File: src/rtl/crc8_pkg.sv
package crc8_pkg;
    localparam int CRC_W  = 8;
    localparam int FAM_W  = 8;
    localparam int SER_W  = 48;
    localparam int ID_W   = CRC_W + SER_W + FAM_W;
    localparam int BODY_W = SER_W + FAM_W;
    localparam logic [CRC_W-1:0] POLY_REFL = 8'h8C;

    typedef logic [CRC_W-1:0] crc_t;

    typedef struct packed {
        logic [CRC_W-1:0] check;
        logic [SER_W-1:0] serial;
        logic [FAM_W-1:0] family;
    } id_code_t;

    function automatic crc_t crc_step(input crc_t c, input logic d);
        logic fb;
        fb = c[0] ^ d;
        crc_step = (c >> 1) ^ (fb ? POLY_REFL : '0);
    endfunction

    function automatic crc_t crc_body(input logic [BODY_W-1:0] v);
        crc_t c;
        c = '0;
        for (int i = 0; i < BODY_W; i++) c = crc_step(c, v[i]);
        crc_body = c;
    endfunction
endpackage

File: src/rtl/crc8_byte_upd.sv
module crc8_byte_upd
    import crc8_pkg::*;
#(
    parameter int DATA_W = 8
) (
    input  crc_t              crc_i,
    input  logic [DATA_W-1:0] data_i,
    output crc_t              crc_o
);
    crc_t stage [DATA_W+1];

    assign stage[0] = crc_i;

    for (genvar g = 0; g < DATA_W; g++) begin : g_chain
        assign stage[g+1] = crc_step(stage[g], data_i[g]);
    end

    assign crc_o = stage[DATA_W];
endmodule

File: src/rtl/crc8_accum.sv
module crc8_accum
    import crc8_pkg::*;
#(
    parameter int DATA_W = 8
) (
    input  logic              clk,
    input  logic              rst,
    input  logic              clr_i,
    input  logic              bit_vld_i,
    input  logic              bit_i,
    input  logic              byte_vld_i,
    input  logic [DATA_W-1:0] byte_i,
    output crc_t              crc_o
);
    crc_t crc_q;
    crc_t after_bit;
    crc_t after_byte;
    crc_t crc_d;

    assign after_bit = bit_vld_i ? crc_step(crc_q, bit_i) : crc_q;

    crc8_byte_upd #(.DATA_W(DATA_W)) u_byte (
        .crc_i  (after_bit),
        .data_i (byte_i),
        .crc_o  (after_byte)
    );

    always_comb begin
        if (clr_i)           crc_d = '0;
        else if (byte_vld_i) crc_d = after_byte;
        else                 crc_d = after_bit;
    end

    always_ff @(posedge clk) begin
        if (rst) crc_q <= '0;
        else     crc_q <= crc_d;
    end

    assign crc_o = crc_q;

    p_clear_wins_r4: assert property (@(posedge clk) disable iff (rst)
        clr_i |=> (crc_q == '0));

    p_idle_holds_r6: assert property (@(posedge clk) disable iff (rst)
        (!clr_i && !bit_vld_i && !byte_vld_i) |=> $stable(crc_q));
endmodule

File: src/rtl/crc8_id_selfcheck.sv
module crc8_id_selfcheck
    import crc8_pkg::*;
#(
    parameter int CODE_W = 64
) (
    input  logic              clk,
    input  logic              rst,
    input  logic [CODE_W-1:0] code_i,
    output logic              ok_o
);
    localparam int IDX_W = $clog2(CODE_W);
    localparam logic [IDX_W-1:0] LAST = IDX_W'(CODE_W - 1);

    logic [IDX_W-1:0] idx_q;
    logic             done_q;
    crc_t             walk_q;

    always_ff @(posedge clk) begin
        if (rst) begin
            idx_q  <= '0;
            done_q <= 1'b0;
            walk_q <= '0;
        end else if (!done_q) begin
            walk_q <= crc_step(walk_q, code_i[idx_q]);
            idx_q  <= idx_q + IDX_W'(1);
            if (idx_q == LAST) done_q <= 1'b1;
        end
    end

    assign ok_o = done_q && (walk_q == '0);

    p_done_sticky_r9: assert property (@(posedge clk) disable iff (rst)
        done_q |=> done_q);

    p_walk_advances_r9: assert property (@(posedge clk) disable iff (rst)
        (!done_q && idx_q != LAST) |=> (idx_q == $past(idx_q) + IDX_W'(1)) && !done_q);
endmodule

File: src/rtl/crc8_unit.sv
module crc8_unit
    import crc8_pkg::*;
#(
    parameter logic [FAM_W-1:0] FAMILY = 8'h09,
    parameter logic [SER_W-1:0] SERIAL = 48'h0000_5A3C_91E7
) (
    input  logic            clk,
    input  logic            rst,
    input  logic            clr_i,
    input  logic            bit_vld_i,
    input  logic            bit_i,
    input  logic            byte_vld_i,
    input  logic [7:0]      byte_i,
    output logic [7:0]      crc_o,
    output logic            zero_ok_o,
    output logic [ID_W-1:0] id_code_o,
    output logic            id_ok_o
);
    id_code_t id_w;
    crc_t     crc_w;

    always_comb begin
        id_w.family = FAMILY;
        id_w.serial = SERIAL;
        id_w.check  = crc_body({SERIAL, FAMILY});
    end

    crc8_accum #(.DATA_W(8)) u_accum (
        .clk        (clk),
        .rst        (rst),
        .clr_i      (clr_i),
        .bit_vld_i  (bit_vld_i),
        .bit_i      (bit_i),
        .byte_vld_i (byte_vld_i),
        .byte_i     (byte_i),
        .crc_o      (crc_w)
    );

    crc8_id_selfcheck #(.CODE_W(ID_W)) u_check (
        .clk    (clk),
        .rst    (rst),
        .code_i (id_w),
        .ok_o   (id_ok_o)
    );

    assign crc_o     = crc_w;
    assign zero_ok_o = (crc_w == '0);
    assign id_code_o = id_w;

    p_clear_sets_flag_r7: assert property (@(posedge clk) disable iff (rst)
        clr_i |=> zero_ok_o);
endmodule

File: config.mk
export PLATFORM = sky130hd
export DESIGN_NAME = crc8_unit
export DESIGN_NICKNAME = d
export VERILOG_FILES = /design/src/rtl/crc8_pkg.sv /design/src/rtl/crc8_byte_upd.sv /design/src/rtl/crc8_accum.sv /design/src/rtl/crc8_id_selfcheck.sv /design/src/rtl/crc8_unit.sv
export SDC_FILE = /design/constraint.sdc
export NUM_CORES = 1
export LEC_CHECK = 0
export BUFFER_PORTS_ARGS = -buffer_cell sky130_fd_sc_hd__buf_2
export CAP_MARGIN = 20
export CORE_MARGIN = 2
export CORE_UTILIZATION = 55
export CTS_CLUSTER_DIAMETER = 200
export DETAILED_ROUTE_END_ITERATION = 10
export GPL_TIMING_DRIVEN = 0
export PLACE_DENSITY = 0.87
export SLEW_MARGIN = 20
export SYNTH_ARGS = -nofsm -noshare
export SYNTH_HDL_FRONTEND = slang
export SYNTH_HIERARCHICAL = 1
export SYNTH_SLANG_ARGS = --single-unit
File: constraint.sdc
create_clock -name clk -period 4.6 [get_ports clk]
set_clock_uncertainty 0.05 [all_clocks]
set_input_delay 0.69 -clock clk [delete_from_list [all_inputs] [get_ports clk]]
set_output_delay 0.69 -clock clk [all_outputs]
set_load 0.05 [all_outputs]
==> metrics.cfg, run 1 <==
[clock_network]
cts_setup_buffers = 0
ctsResizeCount = 0
holdBufCountCts = 0
root_buffer = clkbuf_8
cts_max_path_buffers = 2
h-tree-depth = 1
numCtsBuffers = 3
clkTransAtPathRegs_ps = 80
cts_num_sinks = 23
cts_tree = yes
clock_latency_ps = 260

[routing]
viasPerCell = 4.404
drtIter0Drc = 49
detail_route.wl_per_cell_um = 10.32
wl_mm = 4.952
postRouteAntennaNets = 0
drc_errors = 0
route.vias.total = 2114
dr.pass1.iters = 4

[place]
place.gp.congestion = 0.7996
dp_hpwl_mm = 4.108
portBuffers = 22

[critical_path]
start_kind = input pin
crit_family = XOR/XNOR gates
critPathMaxFanout = 3
path_buf_inv = 1
cp-end-kind = flip-flop
cp.arrival_ps = 2540
startpoint = bit_i
crit_path_max_incr_delay_ps = 430
path_cells = buf_2 > xor3_1 > mux2_2 > xnor2_1 > xnor3_2 > xor2_1 > mux2i_1 > nor2_1
critPathRequiredTime_ps = 4690
crit_type = in -> reg
crit_path_top_delay_cell = xnor3_2
r2r_start = u_accum/crc_o[4]

[synthesis]
synth-edff-count = 0
yosys.area.top_type = buf_4
synthXorXnorAreaFrac_pct = 12.84
synthMuxAreaShare_pct = 22.94
synth.avg_cell_area_um2 = 9.289
post-synth-top-area-fraction_pct = 18.74
synth-simple-area-share_pct = 14.06
synth_cells = 276
synth_seq_area_share_pct = 17.96
synth_compound_area_share_pct = 8.541
ys.flop_type = dfxtp_1
synth_warnings = 6
synth_top_family_by_area = multiplexers
synthAdderAreaFrac_pct = 0.4880
netlist_area_um2 = 2564
yosys-top-cells-area = buf_4, dfxtp_1, mux2i_1
synth_seq_cells = 23
synth_cell_types = 45
async_flop_share_pct = 0

[power]
peakVddDrop_mv = 0.2681
leakagePower_nw = 1.626
power.density_nw_per_um2 = 272.6

[sta]
drv_slew = 0
hold_ws_ps = 464.4
max_clock_freq_mhz = 408.1
finalCritPeriodShare_pct = 53.27
finalHoldViolCount = 0
setup_tns_ps = 0
min_period_ps = 2451
rsz0062_at_grt = no
setup_viol = 0
tightest_slew_ps = 549.9
maxSlewHeadroom_pct = 63.34

[hold_path]
hold_path_class = reg -> reg
min_from = u_check/walk_q[7]

[floorplanning]
pin_count = 88
die-area_um2 = 5224
initial_core_util_pct = 58.08
rows = 24
die_width_um = 72.28
die_h_um = 72.28
core_um2 = 4414

[layout]
layout_common_cells = conb_1, buf_4, nor2_1, buf_2, dfxtp_1
drive_gt1_share_pct = 28.04
syn2layout_area_growth_pct = 27.04
multi_input_area_um2 = 1989
seq_area_um2 = 460.4
layout_commonest_cell = conb_1
finalNetCount = 444
fillers = 349
antenna_cells = 0

[grt]
grt_max_degree = 13
overflow = 0
grt_pass1_vias = 1933
groute.usage.overall_pct = 19.39
antenna_found_initial = 0
grt_pass1_wl_mm = 8.169

[job]
maxCapViolCount = 0

[run_status]
outcome = finished, final reports clean

-- cell families after synthesis --
kind of cell,count (synthesis)
xor gates and xnor gates,29
adders and majority gates,1
AOI/OAI and AO/OA,27
buffers and inverters,83
muxes,39
DFF,23
other,2
and+or+nand+nor,72
-- registers in the layout (all words and copies together) (netlist names) --
signal          count
u_accum/crc_o       8
u_check/walk_q      8
u_check/idx_q       6
u_check/done_q      1
-- worst reg2reg max path, cell delays in order (launching register included) --
cell,delay (ps)
dfxtp_1,370
xor3_1,400
mux2_2,290
xnor2_1,310
xnor3_2,430
xor2_1,160
mux2i_1,160
nor2_1,50
-- synthesized netlist by cell type, types with 3 or more instances --
| master | number |
|---|---|
| buf_6 | 4 |
| nand2_1 | 10 |
| clkbuf_1 | 5 |
| nand2b_1 | 5 |
| xor2_1 | 8 |
| inv_1 | 4 |
| buf_4 | 64 |
| mux2_2 | 6 |
| mux2i_1 | 19 |
| nor2_1 | 26 |
| nand3_1 | 6 |
| buf_2 | 3 |
| xnor2_1 | 15 |
| dfxtp_1 | 23 |
| a21oi_1 | 5 |
| nor2b_1 | 6 |
| nand4_1 | 4 |
| o21a_1 | 3 |
| nand4b_1 | 3 |
| mux4_2 | 7 |
| o2111ai_1 | 4 |
| and2_1 | 3 |
| mux4_1 | 6 |
-- report_power, final --
group	switching [W]	internal, W
sequential	0.0000200	0.000218
combinational	0.000318	0.000211
clock	0.0000591	0.0000616
total	0.000397	0.000491
-- per-stage QoR --
stage               instances  utilization [%]   power, W  setup slack (ps)  instance area, um2
global route              480            73.78  0.0009409              2057                3257
detailed placement        476            72.76  0.0007635              1872                3212
finish                    480            73.78  0.0008880              2149                3257
floorplan                 402                -  0.0007029              1635                3037
global placement          476            72.76  0.0007543              1937                3212
CTS                       480            73.78  0.0008896              2143                3257
-- area by class of cell --
| type | count | area share, % |
|---|---|---|
| multi-input cells | 296 | 61.08 |
| well taps | 52 | 1.998 |
| clock buffers | 4 | 1.383 |
| flip-flops and latches | 23 | 14.14 |
| inverters | 4 | 0.4610 |
| plain buffers | 79 | 17.56 |
| repair buffers | 22 | 3.381 |
-- final timing paths --
path | endpoint | slack, ps | cells after the start
setup / recovery | u_accum/crc_o[1] | 2150 | 8
hold / removal | u_check/walk_q[6] | 460 | 2
setup reg to reg | u_accum/crc_o[1] | 2260 | 7
hold reg to reg | u_check/walk_q[6] | 460 | 2
-- per-layer routing --
metal,track usage (%),routed length (um)
met4,6.499,102
met2,36.70,2607
met1,21.35,1846
met5,0,0
met3,3.889,396
Note: power is estimated with default switching activity, not from simulation.
==> run 2: changes to the inputs <==
- CORE_UTILIZATION: 55 -> 51
- PLACE_DENSITY: 0.87 -> 0.81
- clock period: 4.6 -> 2.4 ns (I/O delays scaled with it)
==> run 2 against run 1 <==
  * Setup slack worse by 2000 ps
  * Critical path type is now reg -> reg
  * First-iteration DRC count rose by 20%
  * Design area grew 1.1%
  * Clock-buffer cell count fell by 1
  * Via count is 0.76% lower
  * Sequential share of layout area down 0.080 points
  * Flip-flop and latch count did not move
  * Clock power rose by 99%
  * Power grew 94%
  * Die area grew 7.4%
  * Worst hold slack lost 160 ps
==> metrics.cfg, run 2 (synthesized netlist as in run 1, its figures left out) <==
[layout]
fillers = 428  ; +23%
syn2layout_area_growth_pct = 28.45
drive_gt1_share_pct = 29.21  ; +1.2 points
seq_area_um2 = 462.9  ; +0.54%
layout_commonest_cell = conb_1
antenna_cells = 0  ; unchanged
layout_common_cells = conb_1, buf_4, nor2_1, buf_2, dfxtp_1
multi_input_area_um2 = 2003  ; +0.69%
utilization_pct = 68.81  ; -5.0 points
finalNetCount = 444  ; unchanged

[critical_path]
cp-end-kind = flip-flop
critPathMaxFanout = 4  ; +1
crit_family = XOR/XNOR gates
r2r_slack_ps = 170  ; -2090 ps
r2r_start = u_accum/crc_o[4]
crit_path_max_incr_delay_ps = 400  ; -30 ps
path_buf_inv = 0  ; -1
path_cells = xor3_1 > mux2_2 > xnor2_2 > xnor3_2 > xor2_1 > mux2i_1 > nor2_1
crit_path_top_delay_cell = xnor3_2
crit_type = reg -> reg
worstRegToRegCells = 7  ; unchanged
critPathRequiredTime_ps = 2490  ; -2200 ps
start_kind = flip-flop
timing.rr.end = u_accum/crc_o[6]
cp.arrival_ps = 2320  ; -220 ps

[sta]
rsz0062_at_grt = no
min_period_ps = 2227
max_clock_freq_mhz = 449.1
setup_tns_ps = 0  ; unchanged
drv_slew = 0  ; unchanged
setup_viol = 0  ; unchanged
tightest_slew_ps = 587.4  ; +37.51 ps
finalHoldViolCount = 0  ; unchanged
finalCritPeriodShare_pct = 92.78
maxSlewHeadroom_pct = 60.84  ; -2.5 points

[power]
power.density_nw_per_um2 = 522.5  ; +92%
leakagePower_nw = 1.636  ; +0.59%
total_power_w = 0.001721  ; +94%
peakVddDrop_mv = 0.4499  ; +68%

[grt]
groute.usage.overall_pct = 17.99  ; -1.4 points
overflow = 0  ; unchanged
grt_max_degree = 14  ; +1
grt_pass1_vias = 1916  ; -0.88%
antenna_found_initial = 0  ; unchanged
grt_pass1_wl_mm = 8.004  ; -2.0%

[routing]
dr.pass1.iters = 4  ; unchanged
postRouteAntennaNets = 0  ; unchanged
route.vias.total = 2098  ; -0.76%
wl_mm = 4.952  ; unchanged
drc_errors = 0  ; unchanged
viasPerCell = 4.238  ; -3.8%
detail_route.wl_per_cell_um = 10.00  ; -3.0%
drtIter0Drc = 59  ; +20%

[floorplanning]
pin_count = 88  ; unchanged
die_h_um = 74.90  ; +3.6%
core_um2 = 4786  ; +8.4%
initial_core_util_pct = 53.57  ; -4.5 points
rows = 25  ; +4.2%
die_width_um = 74.90  ; +3.6%
die-area_um2 = 5610  ; +7.4%

[clock_network]
cts_max_path_buffers = 2  ; unchanged
root_buffer = clkbuf_8
h-tree-depth = 1  ; unchanged
numCtsBuffers = 3  ; unchanged
holdBufCountCts = 0  ; unchanged
cts_setup_buffers = 0  ; unchanged
cts_num_sinks = 23  ; unchanged
cts_tree = yes
clock_latency_ps = 270  ; about the same
clkTransAtPathRegs_ps = 80  ; about the same

[hold_path]
whs_endpoint = u_check/idx_q[5]
min_from = rst
hold_depth = 2  ; unchanged
hold_path_class = in -> reg

[place]
portBuffers = 22  ; unchanged
place.gp.congestion = 0.8148  ; +1.9%
dp_hpwl_mm = 4.057  ; -1.2%

[run_status]
outcome = finished, final reports clean

[job]
maxCapViolCount = 0  ; unchanged

[run 2: repair_timing]
item	in CTS	in global routing
hold endpoints to repair	0	0
endpoints found under the setup margin	0	1
gates resized for setup	0	1
[run 2: worst max-delay path by stage]
stage / depth (start not counted) / to / slack (ps) / from
after global placement: 8 / u_accum/crc_o[6] / 60 / bit_i
after floorplan: 7 / u_accum/crc_o[6] / 30 / u_accum/crc_o[4]
after CTS: 7 / u_accum/crc_o[1] / 100 / u_accum/crc_o[4]
final: 7 / u_accum/crc_o[6] / 170 / u_accum/crc_o[4]
after global routing: 8 / u_check/walk_q[7] / 80 / u_check/idx_q[0]
after detailed placement: 8 / u_accum/crc_o[1] / 20 / bit_i
[run 2: where the power goes]
group | switching, W | internal [W]
combinational | 0.000617 | 0.000407
sequential | 0.0000372 | 0.000419
clock | 0.000125 | 0.000116
total | 0.000779 | 0.000942
[run 2: cell type report]
type                            count  share of cell area, %
Multi-Input combinational cell    296                  60.83
Clock inverter                      1                 0.1520
Buffer                             79                  17.36
Timing Repair Buffer               22                  3.343
Tap cell                           67                  2.546
Inverter                            4                 0.4559
Sequential cell                    23                  14.06
Clock buffer                        3                  1.254
[run 2: metrics by stage]
stage | instance area, um2 | worst slack [ps] | hold WS, ps | instances
after floorplan | 3045 | 32.55 | 379.1 | 402
after CTS | 3286 | 103.0 | 305.2 | 495
after global routing | 3293 | 83.62 | 307.3 | 495
final | 3293 | 173.2 | 304.2 | 495
after global placement | 3239 | 56.18 | 434.2 | 491
after detailed placement | 3239 | 15.79 | 444.0 | 491
[run 2: per-layer routing]
metal / routed length (um) / up-vias / part of all wire (%) / track usage, %
met5: 0 / - / 0 / 0
met4: 8 / 0 / 0.16 / 2.183
met3: 298 / 2 / 6.0 / 3.347
met2: 2631 / 58 / 53 / 34.80
met1: 2014 / 953 / 41 / 21.02
li1: - / 1085 / - / -
==> run 3: changes to the inputs <==
- clock period: 2.4 -> 2.5 ns (I/O delays scaled with it)
==> run 3 against run 2 <==
  * Non-clock buffer count is the same
  * Power shrank 4.4%
  * Wire length grew 0.14%
  * Fmax shrank 4.3%
==> metrics.cfg, run 3 (synthesized netlist as in run 1, its figures left out) <==
[routing]
dr_wl_met3_um = 300  ; +0.67%
detail_route.wl_per_cell_um = 10.02  ; +0.14%
postRouteAntennaNets = 0  ; unchanged
drtIter0Drc = 66  ; +12%
routedLengthMet1_mm = 2.012  ; about the same
route.vias.total = 2097  ; -0.048%
drc_errors = 0  ; unchanged
wl_mm = 4.959  ; +0.14%
wl_met2_mm = 2.620  ; -0.42%
top_layer_used = met4
dr.pass1.iters = 4  ; unchanged
viasPerCell = 4.236  ; about the same

[grt]
grt_pass1_vias = 1822  ; -4.9%
groute.usage.overall_pct = 17.42  ; -0.58 points
grt_pass1_wl_mm = 7.610  ; -4.9%
antenna_found_initial = 0  ; unchanged
grt_max_degree = 13  ; -1
overflow = 0  ; unchanged

[power]
p_seq_share_pct = 26.6  ; about the same
internal_power_w = 0.0009038  ; -4.1%
clkPwrFrac_pct = 14.0  ; about the same
comb_power_share_pct = 59.4  ; about the same
power.density_nw_per_um2 = 501.0  ; -4.1%
power.switching_w = 0.0007412  ; -4.8%
peakVddDrop_mv = 0.3116  ; -31%
leakagePower_nw = 1.627  ; -0.52%
swShare_pct = 45.06  ; -0.20 points

[clock_network]
cts_num_sinks = 23  ; unchanged
clkTransAtPathRegs_ps = 80  ; about the same
ctsResizeCount = 0  ; unchanged
cts_setup_buffers = 0  ; unchanged
cts_tree = yes
cts_max_path_buffers = 2  ; unchanged
h-tree-depth = 1  ; unchanged
root_buffer = clkbuf_8
holdBufCountCts = 0  ; unchanged
clock_latency_ps = 270  ; about the same
numCtsBuffers = 3  ; unchanged

[sta]
setup_tns_ps = 0  ; unchanged
tightest_slew_ps = 578.0  ; -9.412 ps
min_period_ps = 2327  ; +100.2 ps
drv_slew = 0  ; unchanged
rsz0062_at_grt = no
maxSlewHeadroom_pct = 61.47  ; +0.63 points
max_clock_freq_mhz = 429.8  ; -4.3%
finalHoldViolCount = 0  ; unchanged
finalCritPeriodShare_pct = 93.08  ; +0.29 points
setup_viol = 0  ; unchanged

[critical_path]
path_cells = xor3_1 > mux2_2 > xnor2_1 > xnor3_2 > xor2_1 > mux2i_1 > nor2_1
r2r_start = u_accum/crc_o[4]
timing.rr.end = u_accum/crc_o[1]
crit_path_top_delay_cell = xnor3_2
startpoint = u_accum/crc_o[4]
crit_path_max_incr_delay_ps = 430  ; +30 ps
start_kind = flip-flop
crit_type = reg -> reg
worstRegToRegCells = 7  ; unchanged
critPathMaxFanout = 4  ; unchanged
cp-end-kind = flip-flop
cp.arrival_ps = 2430  ; +110 ps
critPathRequiredTime_ps = 2600  ; +110 ps
r2r_slack_ps = 170  ; about the same

[hold_path]
whs_endpoint = u_check/idx_q[5]
min_from = rst
hold_path_class = in -> reg
hold_depth = 2  ; unchanged

[floorplanning]
rows = 25  ; unchanged
core_um2 = 4786  ; unchanged
die_width_um = 74.90  ; unchanged
die_h_um = 74.90  ; unchanged
die-area_um2 = 5610  ; unchanged
pin_count = 88  ; unchanged
initial_core_util_pct = 53.57  ; unchanged

[place]
dp_hpwl_mm = 4.098  ; +1.0%
portBuffers = 22  ; unchanged
place.gp.congestion = 0.7681  ; -5.7%

[layout]
layout_commonest_cell = conb_1
finalNetCount = 444  ; unchanged
syn2layout_area_growth_pct = 28.06
drive_gt1_share_pct = 28.50  ; -0.70 points
utilization_pct = 68.60  ; -0.21 points
antenna_cells = 0  ; unchanged
layout_common_cells = conb_1, buf_4, nor2_1, buf_2, dfxtp_1

[run_status]
outcome = finished, final reports clean

[job]
maxCapViolCount = 0  ; unchanged

-- run 3: cell count changes in the layout (fill, tap and decap cells not counted) --
cell and change:
clkbuf_1 +1, clkinv_2 -1, dfxtp_1 +1, dfxtp_2 -1, xnor2_1 +1, xnor2_2 -1
-- run 3: per-stage QoR --
| step | total power [W] | area (um2) | setup WS, ps | hold slack [ps] | instances |
|---|---|---|---|---|---|
| 3_5_place_dp | 0.001412 | 3238 | 76.87 | 456.3 | 491 |
| 2_1_floorplan | 0.001295 | 3044 | 55.01 | 394.1 | 402 |
| 5_1_grt | 0.001745 | 3283 | 60.38 | 316.6 | 495 |
| 4_1_cts | 0.001646 | 3283 | 172.6 | 304.8 | 495 |
| 3_3_place_gp | 0.001390 | 3238 | 158.3 | 436.3 | 491 |
| 6_report | 0.001645 | 3283 | 173.1 | 310.5 | 495 |
-- run 3: power groups by stage --
stage          clock (W)  sequential, W  combinational, W
6_report        0.000231       0.000438          0.000977
5_1_grt         0.000250       0.000442           0.00105
4_1_cts         0.000240       0.000438          0.000968
3_5_place_dp           0       0.000446          0.000966
3_3_place_gp           0       0.000444          0.000947
2_1_floorplan          0       0.000497          0.000797
-- run 3: area by class of cell --
type	count	area, um2
Timing Repair Buffer	22	110.1
Fill cell	440	1503
Inverter	4	15.01
Sequential cell	23	461.7
Tap cell	67	83.83
Clock buffer	4	45.04
Buffer	79	571.8
Multi-Input combinational cell	296	1996
-- run 3: metal layers --
metal / GRT usage [%] / up-vias
met1: 18.78 / 947
met3: 3.614 / 4
li1: - / 1089
met2: 34.80 / 57
met5: 0 / -
met4: 2.976 / 0
-- run 3: worst max path at each step --
| stage | to | slack (ps) | depth (start not counted) |
|---|---|---|---|
| after floorplan | u_accum/crc_o[6] | 60 | 7 |
| after global placement | u_accum/crc_o[1] | 160 | 8 |
| after detailed placement | u_accum/crc_o[6] | 80 | 8 |
| after CTS | u_accum/crc_o[6] | 170 | 7 |
| after global routing | u_accum/crc_o[6] | 60 | 7 |
| final | u_accum/crc_o[1] | 170 | 7 |
-- run 3: critical path, delay by kind of cell (launching register included) --
family,cells,cell delay [ps]
flops,1,350
simple gates,1,60
xor+xnor,4,1300
mux,2,440
